===== src/rtl/gec_pkg.sv =====
package gec_pkg;

  typedef enum logic {
    CLR_SOFT  = 1'b0,
    CLR_INDEX = 1'b1
  } clr_mode_e;

  function automatic logic signed [1:0] step_of(input logic up, input logic dn);
    logic signed [1:0] s;
    if (up && !dn)      s = 2'sd1;
    else if (dn && !up) s = -2'sd1;
    else                s = 2'sd0;
    return s;
  endfunction

endpackage


===== src/rtl/gec_rst_sync.sv =====
module gec_rst_sync #(
  parameter int STAGES = 2
) (
  input  logic clk,
  input  logic rst_n,
  output logic rst_sync_n
);
  logic [STAGES-1:0] chain_q;

  always_ff @(posedge clk or negedge rst_n) begin
    if (!rst_n) chain_q <= '0;
    else        chain_q <= {chain_q[STAGES-2:0], 1'b1};
  end

  assign rst_sync_n = chain_q[STAGES-1];
endmodule


===== src/rtl/gec_clear_ctrl.sv =====
module gec_clear_ctrl
  import gec_pkg::*;
(
  input  logic      clk,
  input  logic      rst_n,
  input  logic      idx_z,
  input  logic      sw_clr,
  input  logic      hold,
  input  clr_mode_e mode,
  input  logic      scan,
  output logic      clr_now,
  output logic      cnt_en
);
  logic smp_q, smp_d;
  logic soft_clr, idx_clr, hold_over;

  always_comb begin
    smp_d = smp_q;
    if (scan) smp_d = sw_clr;
  end

  always_ff @(posedge clk or negedge rst_n) begin
    if (!rst_n)    smp_q <= 1'b0;
    else if (scan) smp_q <= smp_d;
  end

  always_comb begin
    soft_clr  = (mode == CLR_SOFT)  && scan && sw_clr && !smp_q;
    idx_clr   = (mode == CLR_INDEX) && idx_z && sw_clr;
    hold_over = (mode == CLR_INDEX) && sw_clr;
    clr_now   = soft_clr || idx_clr;
    cnt_en    = !hold || hold_over;
  end
endmodule


===== src/rtl/gec_pv_reg.sv =====
module gec_pv_reg
  import gec_pkg::*;
#(
  parameter int PV_W = 32
) (
  input  logic                   clk,
  input  logic                   rst_n,
  input  logic                   clr_now,
  input  logic                   cnt_en,
  input  logic                   cnt_up,
  input  logic                   cnt_dn,
  output logic signed [PV_W-1:0] pv
);
  logic signed [PV_W-1:0] pv_q, pv_d;
  logic signed [1:0]      step;
  logic                   pv_ce;

  always_comb begin
    step  = step_of(cnt_up, cnt_dn);
    pv_ce = clr_now || (cnt_en && (step != 2'sd0));
    if (clr_now) pv_d = '0;
    else         pv_d = pv_q + PV_W'(step);
  end

  always_ff @(posedge clk or negedge rst_n) begin
    if (!rst_n)     pv_q <= '0;
    else if (pv_ce) pv_q <= pv_d;
  end

  assign pv = pv_q;
endmodule


===== src/rtl/gec_dir_track.sv =====
module gec_dir_track #(
  parameter int PV_W = 32
) (
  input  logic                   clk,
  input  logic                   rst_n,
  input  logic                   scan,
  input  logic signed [PV_W-1:0] pv,
  output logic                   dir_up
);
  logic signed [PV_W-1:0] snap_q;
  logic                   dir_q, dir_d;

  always_comb begin
    dir_d = dir_q;
    if (pv > snap_q)      dir_d = 1'b1;
    else if (pv < snap_q) dir_d = 1'b0;
  end

  always_ff @(posedge clk or negedge rst_n) begin
    if (!rst_n) begin
      snap_q <= '0;
      dir_q  <= 1'b0;
    end else if (scan) begin
      snap_q <= pv;
      dir_q  <= dir_d;
    end
  end

  assign dir_up = dir_q;
endmodule


===== src/rtl/gec_counter.sv =====
module gec_counter
  import gec_pkg::*;
#(
  parameter int PV_W        = 32,
  parameter int SYNC_STAGES = 2
) (
  input  logic                   clk,
  input  logic                   rst_n,
  input  logic                   cnt_up,
  input  logic                   cnt_dn,
  input  logic                   idx_z,
  input  logic                   sw_clr,
  input  logic                   hold,
  input  logic                   clr_mode,
  input  logic                   scan,
  output logic signed [PV_W-1:0] pv,
  output logic                   dir_up
);
  logic      rst_i_n;
  logic      clr_now, cnt_en;
  clr_mode_e mode;

  assign mode = clr_mode_e'(clr_mode);

  gec_rst_sync #(.STAGES(SYNC_STAGES)) u_rst (
    .clk(clk), .rst_n(rst_n), .rst_sync_n(rst_i_n)
  );

  gec_clear_ctrl u_clr (
    .clk(clk), .rst_n(rst_i_n), .idx_z(idx_z), .sw_clr(sw_clr),
    .hold(hold), .mode(mode), .scan(scan),
    .clr_now(clr_now), .cnt_en(cnt_en)
  );

  gec_pv_reg #(.PV_W(PV_W)) u_pv (
    .clk(clk), .rst_n(rst_i_n), .clr_now(clr_now), .cnt_en(cnt_en),
    .cnt_up(cnt_up), .cnt_dn(cnt_dn), .pv(pv)
  );

  gec_dir_track #(.PV_W(PV_W)) u_dir (
    .clk(clk), .rst_n(rst_i_n), .scan(scan), .pv(pv), .dir_up(dir_up)
  );
endmodule


===== config.mk =====
export PLATFORM = sky130hd
export DESIGN_NAME = gec_counter
export DESIGN_NICKNAME = d
export VERILOG_FILES = /design/src/rtl/gec_pkg.sv /design/src/rtl/gec_rst_sync.sv /design/src/rtl/gec_clear_ctrl.sv /design/src/rtl/gec_pv_reg.sv /design/src/rtl/gec_dir_track.sv /design/src/rtl/gec_counter.sv
export SDC_FILE = /design/constraint.sdc
export NUM_CORES = 1
export LEC_CHECK = 0
export ABC_AREA = 1
export BUFFER_PORTS_ARGS = -buffer_cell sky130_fd_sc_hd__buf_2
export CELL_PAD_IN_SITES_DETAIL_PLACEMENT = 0
export CELL_PAD_IN_SITES_GLOBAL_PLACEMENT = 1
export CORE_MARGIN = 5
export CORE_UTILIZATION = 44
export CTS_BUF_LIST = sky130_fd_sc_hd__clkbuf_8
export DETAILED_ROUTE_END_ITERATION = 6
export GPL_TIMING_DRIVEN = 0
export PLACE_DENSITY_LB_ADDON = 0.1
export SYNTH_ARGS = -nofsm -noshare
export SYNTH_HDL_FRONTEND = slang
export SYNTH_SLANG_ARGS = --single-unit

===== constraint.sdc =====
create_clock -name clk -period 2.5 [get_ports clk]
set_clock_uncertainty 0.1 [all_clocks]
set_input_delay 0.125 -clock clk [delete_from_list [all_inputs] [get_ports clk]]
set_output_delay 0.125 -clock clk [all_outputs]
set_load 0.05 [all_outputs]

Word level (Yosys, flattened, before mapping)
Cells that the tools add are included.
{"block": "totals", "regBits": 68, "in_bits": 9, "out_inout_bits": 33, "wordCells": 33}
{"block": "classes", "n_addsub": 1, "n_lt_le_gt_ge": 2, "muxes": 5, "bitwise_logic": 1, "n_reduce_logical": 19}
{"operator": "adder 32 x 2 -> 32 bit", "n": 1}
{"operator": "greater-than comparator 32 bit", "n": 1}
{"operator": "< comparator 32 bit", "n": 1}
{"operator": "2-to-1 mux 32 bit", "n": 1}
{"operator": "logical AND 1 bit", "n": 9}
{"operator": "logical NOT 1 bit", "n": 4}
{"operator": "2-to-1 mux 2 bit", "n": 2}
{"operator": "nonzero test 2 bit", "n": 2}
{"operator": "logical OR 1 bit", "n": 3}
{"operator": "2-to-1 mux 1 bit", "n": 2}
{"operator": "AND reduction 2 bit", "n": 1}
{"operator": "inverter 1 bit", "n": 1}

Logic depth before layout (Yosys ltp)
{"block": "logic_depth", "word_depth": 7, "mapped_depth": 18, "depth_no_buf": 17}

Modules after synthesis
Synthesis repeated with hierarchy kept, for this count alone.
{"block": "unflattened", "hier_cells": 981, "area_unflattened_um2": 6052.1}
{"mod": "gec_pv_reg", "n_inst": 1, "cells_each": 705, "area_each_um2": 3843.7, "seq_area_each_um2": 800.8}
{"mod": "gec_dir_track", "n_inst": 1, "cells_each": 262, "area_each_um2": 2089.5, "seq_area_each_um2": 825.8}
{"mod": "gec_clear_ctrl", "n_inst": 1, "cells_each": 11, "area_each_um2": 65.1, "seq_area_each_um2": 25.0}
{"mod": "gec_rst_sync", "n_inst": 1, "cells_each": 3, "area_each_um2": 53.8, "seq_area_each_um2": 50.0}

Least setup slack after synthesis
Ideal clock, no wire load.
{"block": "synth_timing", "kind": "register to register", "from": "register u_pv.pv_q[1], in the netlist u_pv.pv[1]", "to": "register u_pv.pv_q[24], in the netlist u_pv.pv[24]", "setup_ps": 118, "arrival_time_ps": 1903, "required_ps": 2282, "slack_ps": 379, "stages_incl_launch_ff": 15, "n_path_buf": 0, "period_less_slack_ps": 2121, "path_cell_list": "dfrtp_1 nor2_1 nor2_1 ha_1 inv_1 nand2_1 nand3_1 nand2_1 nand2_1 nand2_1 nand3_1 nand3_1 nand2_1 nand3_1 nand2_1"}
{"block": "synth_between", "elab_chain_len": 2}
{"item": "start: declaration", "line": "gec_pv_reg.sv:14", "rtl": "logic signed [PV_W-1:0] pv_q, pv_d;"}
{"item": "start signal: assignment", "line": "gec_pv_reg.sv:27", "rtl": "else if (pv_ce) pv_q <= pv_d;"}
{"item": "adder 32 x 2 -> 32 bit", "line": "gec_pv_reg.sv:22", "rtl": "else pv_d = pv_q + PV_W'(step);"}
{"item": "2-to-1 mux 32 bit", "line": "gec_pv_reg.sv:21", "rtl": "if (clr_now) pv_d = '0;"}
Every way passes these cells.
A chain may end at the register's enable or synchronous reset.

Worst setup path in the final report
Ends and elaborated chain as after synthesis.

==> results.cfg <==
[run_status]
status = completed

[setup_path]
path_common_cell = nand2_1
cp_slowest_cell = dfrtp_2
reg2reg_from = u_pv.pv[1]$_DFFE_PN0P_
reg2regPathDepth = 15
path_depth = 15
cp_max_fo = 6
cp-startpoint = u_pv.pv[1]$_DFFE_PN0P_
slowest_delay_ps = 450
endpoint = u_pv.pv[24]$_DFFE_PN0P_
endpoint_kind = register
r2r-end = u_pv.pv[24]$_DFFE_PN0P_
path_class = register to register
r2r_slack_ps = 220
path_delay_family = simple AND/OR/NAND/NOR gates
crit_chain = nand2_1 -> inv_1 -> nor2_1 -> ha_1 -> inv_1 -> nand2_1 -> nand3_1 -> nand2_1 -> nand2_1 -> nand2_1 -> nand3_1 -> nand3_1 -> nand2_1 -> nand3_1 -> nand2_1
critical_path_arrival_ps = 2440
start_kind = register
path_buf_inv = 2
required_ps = 2660

[timing]
max_freq_mhz = 439
timing.slew.headroom = 0.562
worst_pin_slew_ps = 657
layout_setup_ws_ps = 224
rsz0062_at_grt = no
fin_crit_sh = 0.910
holdWs_ps = 68.8
drv_slew = 0
setup_violations = 0
min_period_ps = 2280
hold_viol_final = 0

[yosys]
syn_nets = 1036
synth_warnings = 0
ys_dominant_reg_cell = dfrtp_1
yosysSeqAreaShare = 0.282
synth-edff-count = 0
synth-seq-cells = 68
yosysUniqueCellTypes = 36
postSynthAreaPerCell_um2 = 6.11
syn_area_um2 = 6040
syn_inst = 990
async_reset_ff_frac = 1.00

[final_layout]
multiInputGateArea_um2 = 3550
seqCellArea_um2 = 1710
final_cell_mix = nand2_1 (365), inv_1 (163), nor2_1 (73)
fill_cells = 1431
finalNetCount = 1095
utilization = 0.507
syn_to_final_growth_pct = 11.9
antenna_cells = 0
drive_above_1_share = 0.124
final_common_cell = nand2_1

[place]
routabilityCongestion = 0.954
dp_slack_ps = -119
place_hpwl_um = 14800
io_buffers = 41

[power]
leakage_nw = 3.73
p_per_area_nw_per_um2 = 856
power.total_w = 0.00579
peakVddDrop_mv = 0.475

[drt]
wire_per_inst_um = 15.2
dr.pass1.iters = 5
finalWirelength_um = 18700
via_per_inst = 4.98
drt_iter0_markers = 482
via_count = 6124
route.detailed.drc = 0
drt.antenna.violating_nets = 0

[die]
die_x_um = 127
initial_core_util = 0.453
die_area_um2 = 16200
io_pins = 42
core_um2 = 13300
die-height_um = 127
core.rowCount = 42

[grt]
grt_overflow = 0
grt_pass1_wl_um = 30300
antenna_found_initial = 0
gr-usage-all-layers = 0.239
grt_max_degree = 54
grt_pass1_vias = 5720

[cts]
ctsHtreeMaxLevel = 3
cts.sinks = 68
cts_buffers = 9
clk_pin_slew_ps = 110
cts-root-buf = clkbuf_8
clock_latency_ps = 390
cts_tree = done
cts_buffer_depth = 2

[worst_hold_path]
hp-class = register to asynchronous set/reset pin

[run]
maxCapViolations = 0
==> what timing repair did <==
item | in CTS | in global routing
endpoints found under the setup margin | 0 | 1
hold buffers | 4 | 0
buffers inserted | 0 | 2
hold endpoints to repair | 3 | 0
gates resized for setup | 0 | 1
==> sequential cells by signal, indices dropped and copies added, names as in the netlist <==
| register | count |
|---|---|
| u_dir.dir_up | 1 |
| u_rst.chain_q | 2 |
| u_clr.smp_q | 1 |
| u_dir.snap_q | 32 |
| u_pv.pv | 32 |
==> synthesized netlist by cell type, types with 2 or more instances <==
library cell  number  area, µm²
dfrtp_1           68       1700
nor3_1             3       15.0
a31oi_1            2       12.5
nor2_4             6       67.6
o21ai_1            6       30.0
xnor2_1            5       43.8
nand4_1            9       56.3
inv_1            163        612
clkbuf_1           9       33.8
o21ai_0           53        265
nand2_1          365       1370
o21a_1             2       15.0
nand2_2           19        119
inv_2              7       26.3
nor3_2             3       30.0
nor2_2            16        100
buf_2              7       35.0
buf_6              6       67.6
a21boi_0           2       15.0
o22ai_1            8       50.1
nand3_1           70        350
a21oi_1           39        195
ha_1              37        463
nor2_1            73        274
==> stage by stage <==
step           cell area, µm²  setup TNS (ps)  instances
2_1_floorplan            6040               0        990
3_3_place_gp             6470          -44580       1207
3_5_place_dp             6500            -142       1208
4_1_cts                  6750               0       1228
5_1_grt                  6760               0       1230
6_report                 6760               0       1230
==> logic make-up after synthesis <==
family / synth area share
buf+inv: 0.131
fa+ha+maj: 0.0766
xor+xnor: 0.0114
simple gates: 0.398
flops: 0.282
compound gates: 0.101
other cells: 0.000620
==> worst min path at each step <==
| stage | from | to | slack, ps | depth (start not counted) |
|---|---|---|---|---|
| CTS | u_rst.chain_q[1]$_DFF_PN0_ | u_pv.pv[29]$_DFFE_PN0P_ | 80 | 0 |
| floorplan | rst_n | u_rst.chain_q[0]$_DFF_PN0_ | -270 | 0 |
| finish | u_rst.chain_q[1]$_DFF_PN0_ | u_pv.pv[29]$_DFFE_PN0P_ | 70 | 0 |
| global route | u_rst.chain_q[1]$_DFF_PN0_ | u_pv.pv[29]$_DFFE_PN0P_ | 110 | 0 |
| detailed placement | rst_n | u_rst.chain_q[0]$_DFF_PN0_ | -180 | 1 |
| global placement | rst_n | u_rst.chain_q[0]$_DFF_PN0_ | -190 | 1 |
==> power by group <==
group          leakage, nW  internal [W]  switching [W]
Clock               0.0988      0.000478       0.000534
Combinational         2.75      0.000916        0.00206
Sequential           0.880       0.00139       0.000413
==> final cells by class <==
| type | count | share of cell area |
|---|---|---|
| buffer | 23 | 0.0213 |
| tap | 176 | 0.0326 |
| sequential | 68 | 0.252 |
| clock buffer | 9 | 0.0183 |
| clock inverter | 7 | 0.0122 |
| inverter | 171 | 0.0956 |
| multi-input combinational | 728 | 0.525 |
| timing repair buffer | 48 | 0.0425 |
==> per-layer routing <==
layer / global-route usage / vias to the layer above / wire length [µm]
li1: - / 3197 / -
met1: 0.347 / 2750 / 9300
met2: 0.358 / 145 / 7950
met3: 0.0472 / 32 / 1050
met4: 0.0744 / 0 / 455
met5: 0 / - / 0
No activity file was read; power rests on OpenSTA's default activity.
